### config.mk
export PLATFORM = sky130hd
export DESIGN_NAME = nor_flash_ctl
export DESIGN_NICKNAME = d
export VERILOG_FILES = /design/src/rtl/nfc_pkg.sv /design/src/rtl/nfc_seq.sv /design/src/rtl/nfc_array.sv /design/src/rtl/nfc_rdmux.sv /design/src/rtl/nor_flash_ctl.sv
export SDC_FILE = /design/constraint.sdc
export NUM_CORES = 2
export LEC_CHECK = 0
export ABC_AREA = 0
export BUFFER_PORTS_ARGS = -buffer_cell sky130_fd_sc_hd__buf_2
export CORE_ASPECT_RATIO = 1.4
export CORE_MARGIN = 2
export CORE_UTILIZATION = 55
export DETAILED_ROUTE_END_ITERATION = 8
export PLACE_DENSITY_LB_ADDON = 0.3
export SLEW_MARGIN = 20
export SYNTH_ARGS = -nofsm -noshare
export SYNTH_HDL_FRONTEND = slang
export SYNTH_HIERARCHICAL = 1
export SYNTH_SLANG_ARGS = --single-unit
### constraint.sdc
create_clock -name clk -period 8.03 [get_ports clk]
set_clock_uncertainty 0.2 [all_clocks]
set_input_delay 0.4015 -clock clk [delete_from_list [all_inputs] [get_ports clk]]
set_output_delay 0.4015 -clock clk [all_outputs]
set_load 0.02 [all_outputs]
### src/rtl/nfc_pkg.sv
package nfc_pkg;

    typedef enum logic [1:0] {
        CYC_IDLE    = 2'd0,
        CYC_ARG     = 2'd1,
        CYC_DATA    = 2'd2,
        CYC_CONFIRM = 2'd3
    } cyc_t;

    typedef enum logic [1:0] {
        RD_ARRAY  = 2'd0,
        RD_STATUS = 2'd1,
        RD_IDENT  = 2'd2,
        RD_QUERY  = 2'd3
    } rdsel_t;

    typedef struct packed {
        logic prog;
        logic erase;
    } arr_op_t;

    localparam logic [7:0] OP_NOP      = 8'h00;
    localparam logic [7:0] OP_ARRAY    = 8'hFF;
    localparam logic [7:0] OP_PROG_A   = 8'h10;
    localparam logic [7:0] OP_PROG_B   = 8'h40;
    localparam logic [7:0] OP_ERASE    = 8'h20;
    localparam logic [7:0] OP_CLR      = 8'h50;
    localparam logic [7:0] OP_LOCK     = 8'h60;
    localparam logic [7:0] OP_STAT     = 8'h70;
    localparam logic [7:0] OP_IDENT    = 8'h90;
    localparam logic [7:0] OP_QUERY    = 8'h98;
    localparam logic [7:0] OP_BUF      = 8'hE8;
    localparam logic [7:0] OP_CONFIRM  = 8'hD0;
    localparam logic [7:0] OP_LOCK_ALT = 8'h01;

    localparam int ST_READY     = 7;
    localparam int ST_ERASE_ERR = 5;
    localparam int ST_PROG_ERR  = 4;

    function automatic rdsel_t read_sel(input logic [7:0] c);
        rdsel_t s;
        case (c)
            OP_IDENT: s = RD_IDENT;
            OP_QUERY: s = RD_QUERY;
            OP_PROG_A, OP_PROG_B, OP_ERASE, OP_CLR,
            OP_LOCK, OP_STAT, OP_BUF: s = RD_STATUS;
            default: s = RD_ARRAY;
        endcase
        return s;
    endfunction

    function automatic logic [7:0] flag(input int pos);
        return 8'(1) << pos;
    endfunction

endpackage

### src/rtl/nfc_seq.sv
module nfc_seq
    import nfc_pkg::*;
#(
    parameter int COUNT_W = 8
) (
    input  logic               clk,
    input  logic               rst,
    input  logic               read_only,
    input  logic               wr_en,
    input  logic [7:0]         wbyte,
    input  logic [COUNT_W-1:0] wcount,
    output arr_op_t            op,
    output cyc_t               cyc_q,
    output logic [7:0]         cmd_q,
    output logic [7:0]         status_q
);

    cyc_t               cyc_d;
    logic [7:0]         cmd_d;
    logic [7:0]         status_d;
    logic [COUNT_W-1:0] cnt_q;
    logic [COUNT_W-1:0] cnt_d;
    logic               to_array;

    always_comb begin
        cyc_d    = cyc_q;
        cmd_d    = cmd_q;
        status_d = status_q;
        cnt_d    = cnt_q;
        op       = '0;
        to_array = 1'b0;
        if (wr_en) begin
            case (cyc_q)
                CYC_IDLE: begin
                    case (wbyte)
                        OP_NOP, OP_ARRAY: to_array = 1'b1;
                        OP_PROG_A, OP_PROG_B, OP_LOCK, OP_QUERY: begin
                            cyc_d = CYC_ARG;
                            cmd_d = wbyte;
                        end
                        OP_ERASE: begin
                            op.erase = !read_only;
                            status_d = status_q | flag(ST_READY)
                                     | (read_only ? flag(ST_ERASE_ERR) : 8'h00);
                            cyc_d    = CYC_ARG;
                            cmd_d    = wbyte;
                        end
                        OP_CLR: begin
                            status_d = 8'h00;
                            to_array = 1'b1;
                        end
                        OP_STAT, OP_IDENT: cmd_d = wbyte;
                        OP_BUF: begin
                            status_d = status_q | flag(ST_READY);
                            cyc_d    = CYC_ARG;
                            cmd_d    = wbyte;
                        end
                        default: to_array = 1'b1;
                    endcase
                end
                CYC_ARG: begin
                    case (cmd_q)
                        OP_PROG_A, OP_PROG_B: begin
                            op.prog  = !read_only;
                            status_d = status_q | flag(ST_READY)
                                     | (read_only ? flag(ST_PROG_ERR) : 8'h00);
                            cyc_d    = CYC_IDLE;
                        end
                        OP_ERASE: begin
                            if (wbyte == OP_CONFIRM) cyc_d = CYC_IDLE;
                            else                     to_array = 1'b1;
                        end
                        OP_BUF: begin
                            cnt_d = wcount;
                            cyc_d = CYC_DATA;
                        end
                        OP_LOCK: begin
                            if (wbyte == OP_CONFIRM || wbyte == OP_LOCK_ALT) begin
                                status_d = status_q | flag(ST_READY);
                                cyc_d    = CYC_IDLE;
                            end else begin
                                to_array = 1'b1;
                            end
                        end
                        OP_QUERY: begin
                            if (wbyte == OP_ARRAY) to_array = 1'b1;
                        end
                        default: to_array = 1'b1;
                    endcase
                end
                CYC_DATA: begin
                    op.prog  = !read_only;
                    status_d = status_q | flag(ST_READY)
                             | (read_only ? flag(ST_PROG_ERR) : 8'h00);
                    if (cnt_q == '0) cyc_d = CYC_CONFIRM;
                    cnt_d = cnt_q - 1'b1;
                end
                CYC_CONFIRM: begin
                    if (wbyte == OP_CONFIRM) begin
                        status_d = status_q | flag(ST_READY);
                        cyc_d    = CYC_IDLE;
                    end else begin
                        to_array = 1'b1;
                    end
                end
                default: to_array = 1'b1;
            endcase
            if (to_array) begin
                cyc_d = CYC_IDLE;
                cmd_d = OP_NOP;
            end
        end
    end

    always_ff @(posedge clk) begin
        if (rst) begin
            cyc_q    <= CYC_IDLE;
            cmd_q    <= OP_NOP;
            status_q <= 8'h00;
            cnt_q    <= '0;
        end else begin
            cyc_q    <= cyc_d;
            cmd_q    <= cmd_d;
            status_q <= status_d;
            cnt_q    <= cnt_d;
        end
    end

endmodule

### src/rtl/nfc_array.sv
module nfc_array
    import nfc_pkg::*;
#(
    parameter int DATA_W       = 16,
    parameter int WORDS        = 64,
    parameter int SECTOR_WORDS = 16,
    localparam int IDX_W       = $clog2(WORDS)
) (
    input  logic              clk,
    input  logic              rst,
    input  arr_op_t           op,
    input  logic [IDX_W-1:0]  widx,
    input  logic [DATA_W-1:0] wdata,
    output logic [DATA_W-1:0] rword
);

    localparam int SEC_SH = $clog2(SECTOR_WORDS);

    logic [DATA_W-1:0] words [WORDS];

    for (genvar g = 0; g < WORDS; g++) begin : g_word
        localparam logic [IDX_W-1:0] GI = IDX_W'(g);
        logic              in_sector;
        logic [DATA_W-1:0] word_q;

        assign in_sector = (GI >> SEC_SH) == (widx >> SEC_SH);

        always_ff @(posedge clk) begin
            if (rst) begin
                word_q <= '1;
            end else if (op.erase && in_sector) begin
                word_q <= '1;
            end else if (op.prog && widx == GI) begin
                word_q <= wdata;
            end
        end

        assign words[g] = word_q;
    end

    assign rword = words[widx];

endmodule

### src/rtl/nfc_rdmux.sv
module nfc_rdmux
    import nfc_pkg::*;
#(
    parameter int                  DATA_W    = 16,
    parameter int                  QRY_LEN   = 24,
    parameter logic [QRY_LEN*8-1:0] QRY_TABLE = '0,
    parameter logic [DATA_W-1:0]   MFR_CODE  = '0,
    parameter logic [DATA_W-1:0]   DEV_CODE  = '0
) (
    input  logic              clk,
    input  logic              rst,
    input  logic              rd_en,
    input  rdsel_t            sel,
    input  logic [7:0]        idx,
    input  logic [7:0]        status,
    input  logic [DATA_W-1:0] rword,
    output logic [DATA_W-1:0] rdata
);

    logic [DATA_W-1:0] rnext;
    logic [7:0]        qbyte;

    always_comb begin
        qbyte = 8'h00;
        for (int i = 0; i < QRY_LEN; i++) begin
            if (int'(idx) == i) qbyte = QRY_TABLE[i*8 +: 8];
        end
    end

    always_comb begin
        case (sel)
            RD_STATUS: rnext = DATA_W'(status);
            RD_IDENT: begin
                if (idx == 8'd0)      rnext = MFR_CODE;
                else if (idx == 8'd1) rnext = DEV_CODE;
                else                  rnext = '0;
            end
            RD_QUERY: rnext = DATA_W'(qbyte);
            default:  rnext = rword;
        endcase
    end

    always_ff @(posedge clk) begin
        if (rst)        rdata <= '0;
        else if (rd_en) rdata <= rnext;
    end

endmodule

### src/rtl/nor_flash_ctl.sv
module nor_flash_ctl
    import nfc_pkg::*;
#(
    parameter int                   DATA_W       = 16,
    parameter int                   WORDS        = 64,
    parameter int                   SECTOR_WORDS = 16,
    parameter int                   COUNT_W      = 8,
    parameter int                   QRY_LEN      = 24,
    parameter logic [QRY_LEN*8-1:0] QRY_TABLE    = '0,
    parameter logic [DATA_W-1:0]    MFR_CODE     = DATA_W'(16'h0089),
    parameter logic [DATA_W-1:0]    DEV_CODE     = DATA_W'(16'h0018),
    localparam int                  SHIFT        = $clog2(DATA_W / 8),
    localparam int                  IDX_W        = $clog2(WORDS),
    localparam int                  ADDR_W       = IDX_W + SHIFT
) (
    input  logic              clk,
    input  logic              rst,
    input  logic              read_only,
    input  logic [ADDR_W-1:0] addr,
    input  logic              wr_en,
    input  logic [DATA_W-1:0] wdata,
    input  logic              rd_en,
    output logic [DATA_W-1:0] rdata
);

    arr_op_t           op;
    cyc_t              cyc_q;
    logic [7:0]        cmd_q;
    logic [7:0]        status_q;
    logic [DATA_W-1:0] rword;
    logic [IDX_W-1:0]  widx;
    logic [7:0]        idx;
    logic              arr_prog;
    logic              arr_erase;

    assign widx      = addr[ADDR_W-1:SHIFT];
    assign idx       = 8'(addr) >> SHIFT;
    assign arr_prog  = op.prog;
    assign arr_erase = op.erase;

    nfc_seq #(.COUNT_W(COUNT_W)) u_seq (
        .clk      (clk),
        .rst      (rst),
        .read_only(read_only),
        .wr_en    (wr_en),
        .wbyte    (wdata[7:0]),
        .wcount   (wdata[COUNT_W-1:0]),
        .op       (op),
        .cyc_q    (cyc_q),
        .cmd_q    (cmd_q),
        .status_q (status_q)
    );

    nfc_array #(
        .DATA_W      (DATA_W),
        .WORDS       (WORDS),
        .SECTOR_WORDS(SECTOR_WORDS)
    ) u_array (
        .clk  (clk),
        .rst  (rst),
        .op   (op),
        .widx (widx),
        .wdata(wdata),
        .rword(rword)
    );

    nfc_rdmux #(
        .DATA_W   (DATA_W),
        .QRY_LEN  (QRY_LEN),
        .QRY_TABLE(QRY_TABLE),
        .MFR_CODE (MFR_CODE),
        .DEV_CODE (DEV_CODE)
    ) u_rdmux (
        .clk   (clk),
        .rst   (rst),
        .rd_en (rd_en),
        .sel   (read_sel(cmd_q)),
        .idx   (idx),
        .status(status_q),
        .rword (rword),
        .rdata (rdata)
    );

endmodule

==> results.md <==
- Final nets: approximately 5300
- Final period util: 0.490
- Initial antenna violation count: 10
- CORE AREA: between 80000 and 90000 um^2
- Max stage delay on crit path: 0.83 ns
- Cell with the most instances after synthesis: nand2_1
- Max Clk Rate: around 0.25 GHz
- Die X: approximately 250 um
- Clock transition at the registers of the reported paths: around 0.070 ns
- Post-layout minimum cycle time: 3.93 ns
- Die Ht: ~350 um
- Gp weighted congestion: slightly above 0.9
- Routed vias/inst: between 6 and 7
- Initial Util: 0.556
- Rows: about 130
- Pleak: approximately 22 nW
- Seq/Total Area, Yosys: 0.460
- Biggest area consumer among synthesized cells: dfxtp_1
- Critical Path AT: between 4 and 5 ns
- Pin count of the biggest net entering global routing: 257
- Register bit total from synthesis: around 1100
- FFs w/ async S/R, synth: 0
- Die ar.: between 80000 and 90000 um^2
- I/O pin count: 44
- CTS Buffer Depth: 3
- CTS root buffer: clkbuf_16
- Mean Syn Cell Area: approximately 8.3 um^2
- Hpwl dp: around 80000 um
- Post-CTS Setup Bufs: 0
- Synth cell types: 74
- DR DRC count: 0
- CTS buffer count: 95
- Post-synth top cells: 2126 x nand2_1, 1061 x dfxtp_1, 1053 x nand3_1
- Status: completed
- Worst path most repeated cell: nand3_1
- # resized after CTS: 0
- Max_cap viols: 0
- First-pass GRT wire length: about 220000 um
- Final TNS setup: 0 ns
- Prevailing post-synth register cell: dfxtp_1
- CP Cell Sequence: xor2_1 > and4_1 > a21oi_1 > nor4b_2 > buf_4 > and3b_1 > nand3_1 > nand2_1 > nand3_1
- Max_slew headroom: 0.123
- Area share of the largest cell type after synthesis: 0.460
- Power per cell area: approximately 210 nW/um^2
- Critical-path top delay cell: nand3_1
- Share of cells above drive strength 1: 0.114
- Setup violations, final: 0
- Vias in the first global route: 38800
- Worst setup SP type: flop
- CP Max Fanout: 20
- CTS sink count: between 1000 and 1500
- Crit Path Class: flop to flop
- Final hold violation count: 0
- Total track usage: 0.322
- Endpoint class of the critical path: flop
- Post-Syn Instances: approximately 5600
- Synthesized area: 46200 um^2
- First drt pass iteration count: 7
- Final Max Slew Viols: 0
- DRT iter0 DRCs: about 5300
- Worst-Margin Slew: about 1.3 ns
- CTS tree: done
- Final WL: approximately 140000 um
- Worst-skew pair later-pin latency: 0.68 ns
- Area contributors post-synth: dfxtp_1 46%, nand2_1 17%, mux4_2 12%
- Htree depth: 3
- Via Count: 40400
- Synth warn: 6
- Unrepaired setup endpoints after global routing: false
- Area Growth Syn to Fin: 7.68%
- Routed len/inst: roughly 22 um
- Final ANT Viol Nets: 0
- CP required: about 8.3 ns
- Post-synth EDFFs: 0
- GR Overflow Total: 0
- Port Buffers: 42
- VDD IR max: between 0.15 and 0.2 mV
- Hold Crit Class: primary input to flop
- Overall Power: roughly 11 mW
-- timing repair --
item                       in CTS  in global routing
setup endpoints to repair       0                  0
hold buffers                    3                  0
hold endpoints to repair       14                  0
-- critical path, delay by kind of cell (launching register included) --
family                 cells  cell delay, ns
AO/OA/AOI/OAI              1            0.08
XOR/XNOR                   1            0.19
buffers and inverters      1            0.24
flip-flops                 1            0.62
AND/OR/NAND/NOR            6            2.39
-- layout make-up --
| class | count | area, um^2 |
|---|---|---|
| tap | 1079 | 1350 |
| inverter | 19 | 71.3 |
| sequential | 1061 | 21200 |
| multi-input combinational | 3965 | 22800 |
| antenna | 5 | 12.5 |
| clock buffer | 142 | 2820 |
| fill | 7034 | 33300 |
| clock inverter | 33 | 377 |
| timing repair buffer | 134 | 1000 |
-- flip-flops by register name, summed over array words and instances, names as in the netlist --
| name | count |
|---|---|
| u_seq/cyc_q | 2 |
| u_array/g_word.word_q | 1024 |
| u_rdmux/rdata | 16 |
| u_seq/status_q | 3 |
| u_seq/cnt_q | 8 |
| u_seq/cmd_q | 8 |
-- cells in the final DEF, fill, tap and decap left out, types with 9 or more instances in the layout --
cell type,instances
nand2_1,2126
dfxtp_1,1061
nand3_1,1053
mux4_2,256
a22oi_1,133
clkbuf_16,96
a21oi_1,91
buf_4,89
nor2_1,44
buf_2,35
clkbuf_8,24
nor3_2,24
clkbuf_1,22
nand2b_1,20
inv_1,19
or4_1,19
clkinv_2,17
o21ai_0,12
o211ai_1,12
nor2b_1,10
and2_0,10
a211oi_1,10
nor3_1,9
-- per-stage QoR --
stage               std cells  hold WS (ns)   util  instance area [um^2]  setup WS, ns
floorplan                5569         0.235      -                 46200          4.59
global placement         6255         0.245  0.559                 46500          3.45
detailed placement       6255         0.249  0.560                 46500          3.43
CTS                      6433        0.0963  0.598                 49700          4.14
global route             6435         0.139  0.599                 49700          3.89
finish                   6438         0.123  0.599                 49700          4.10
-- path summary, 6_finish.rpt --
path | start | to | slack [ns] | depth (start not counted)
worst max-delay path | u_seq/cmd_q[6]$_SDFFE_PP0P_ | u_array/g_word[46].word_q[3]$_SDFFE_PP1P_ | 4.10 | 9
worst min register to register | u_array/g_word[46].word_q[4]$_SDFFE_PP1P_ | u_array/g_word[46].word_q[4]$_SDFFE_PP1P_ | 0.26 | 2
worst max register to register | u_seq/cmd_q[6]$_SDFFE_PP0P_ | u_array/g_word[46].word_q[3]$_SDFFE_PP1P_ | 4.10 | 9
worst min-delay path | rst | u_rdmux/rdata[6]$_SDFFE_PP0P_ | 0.12 | 3
-- metal layers --
metal	global-route usage	share of wire	wire, um	up-vias
met5	0	0.00043	62	-
met4	0.185	0.057	8200	10
met3	0.0658	0.11	15300	377
met2	0.517	0.46	66100	2118
met1	0.406	0.37	53700	19700
li1	-	-	-	18300
-- report_power, final --
part | internal [mW] | switching (mW) | total [mW]
Clock | 2.65 | 2.05 | 4.70
Combinational | 0.144 | 0.454 | 0.599
Sequential | 5.27 | 0.00813 | 5.28
-- cell families (layout without fill, tap and decap cells) --
kind of cell | count (synthesis) | count (layout) | synth area share
adders and majority gates | 7 | 7 | 0.00184
buffers and inverters | 543 | 328 | 0.0493
and+or+nand+nor | 3388 | 3388 | 0.318
DFF | 1061 | 1061 | 0.460
muxes | 264 | 264 | 0.127
AOI/OAI and AO/OA | 296 | 296 | 0.0435
xor gates and xnor gates | 3 | 3 | 0.000569
other | 2 | 12 | 0.000163
No activity file was read; power rests on OpenSTA's default activity.
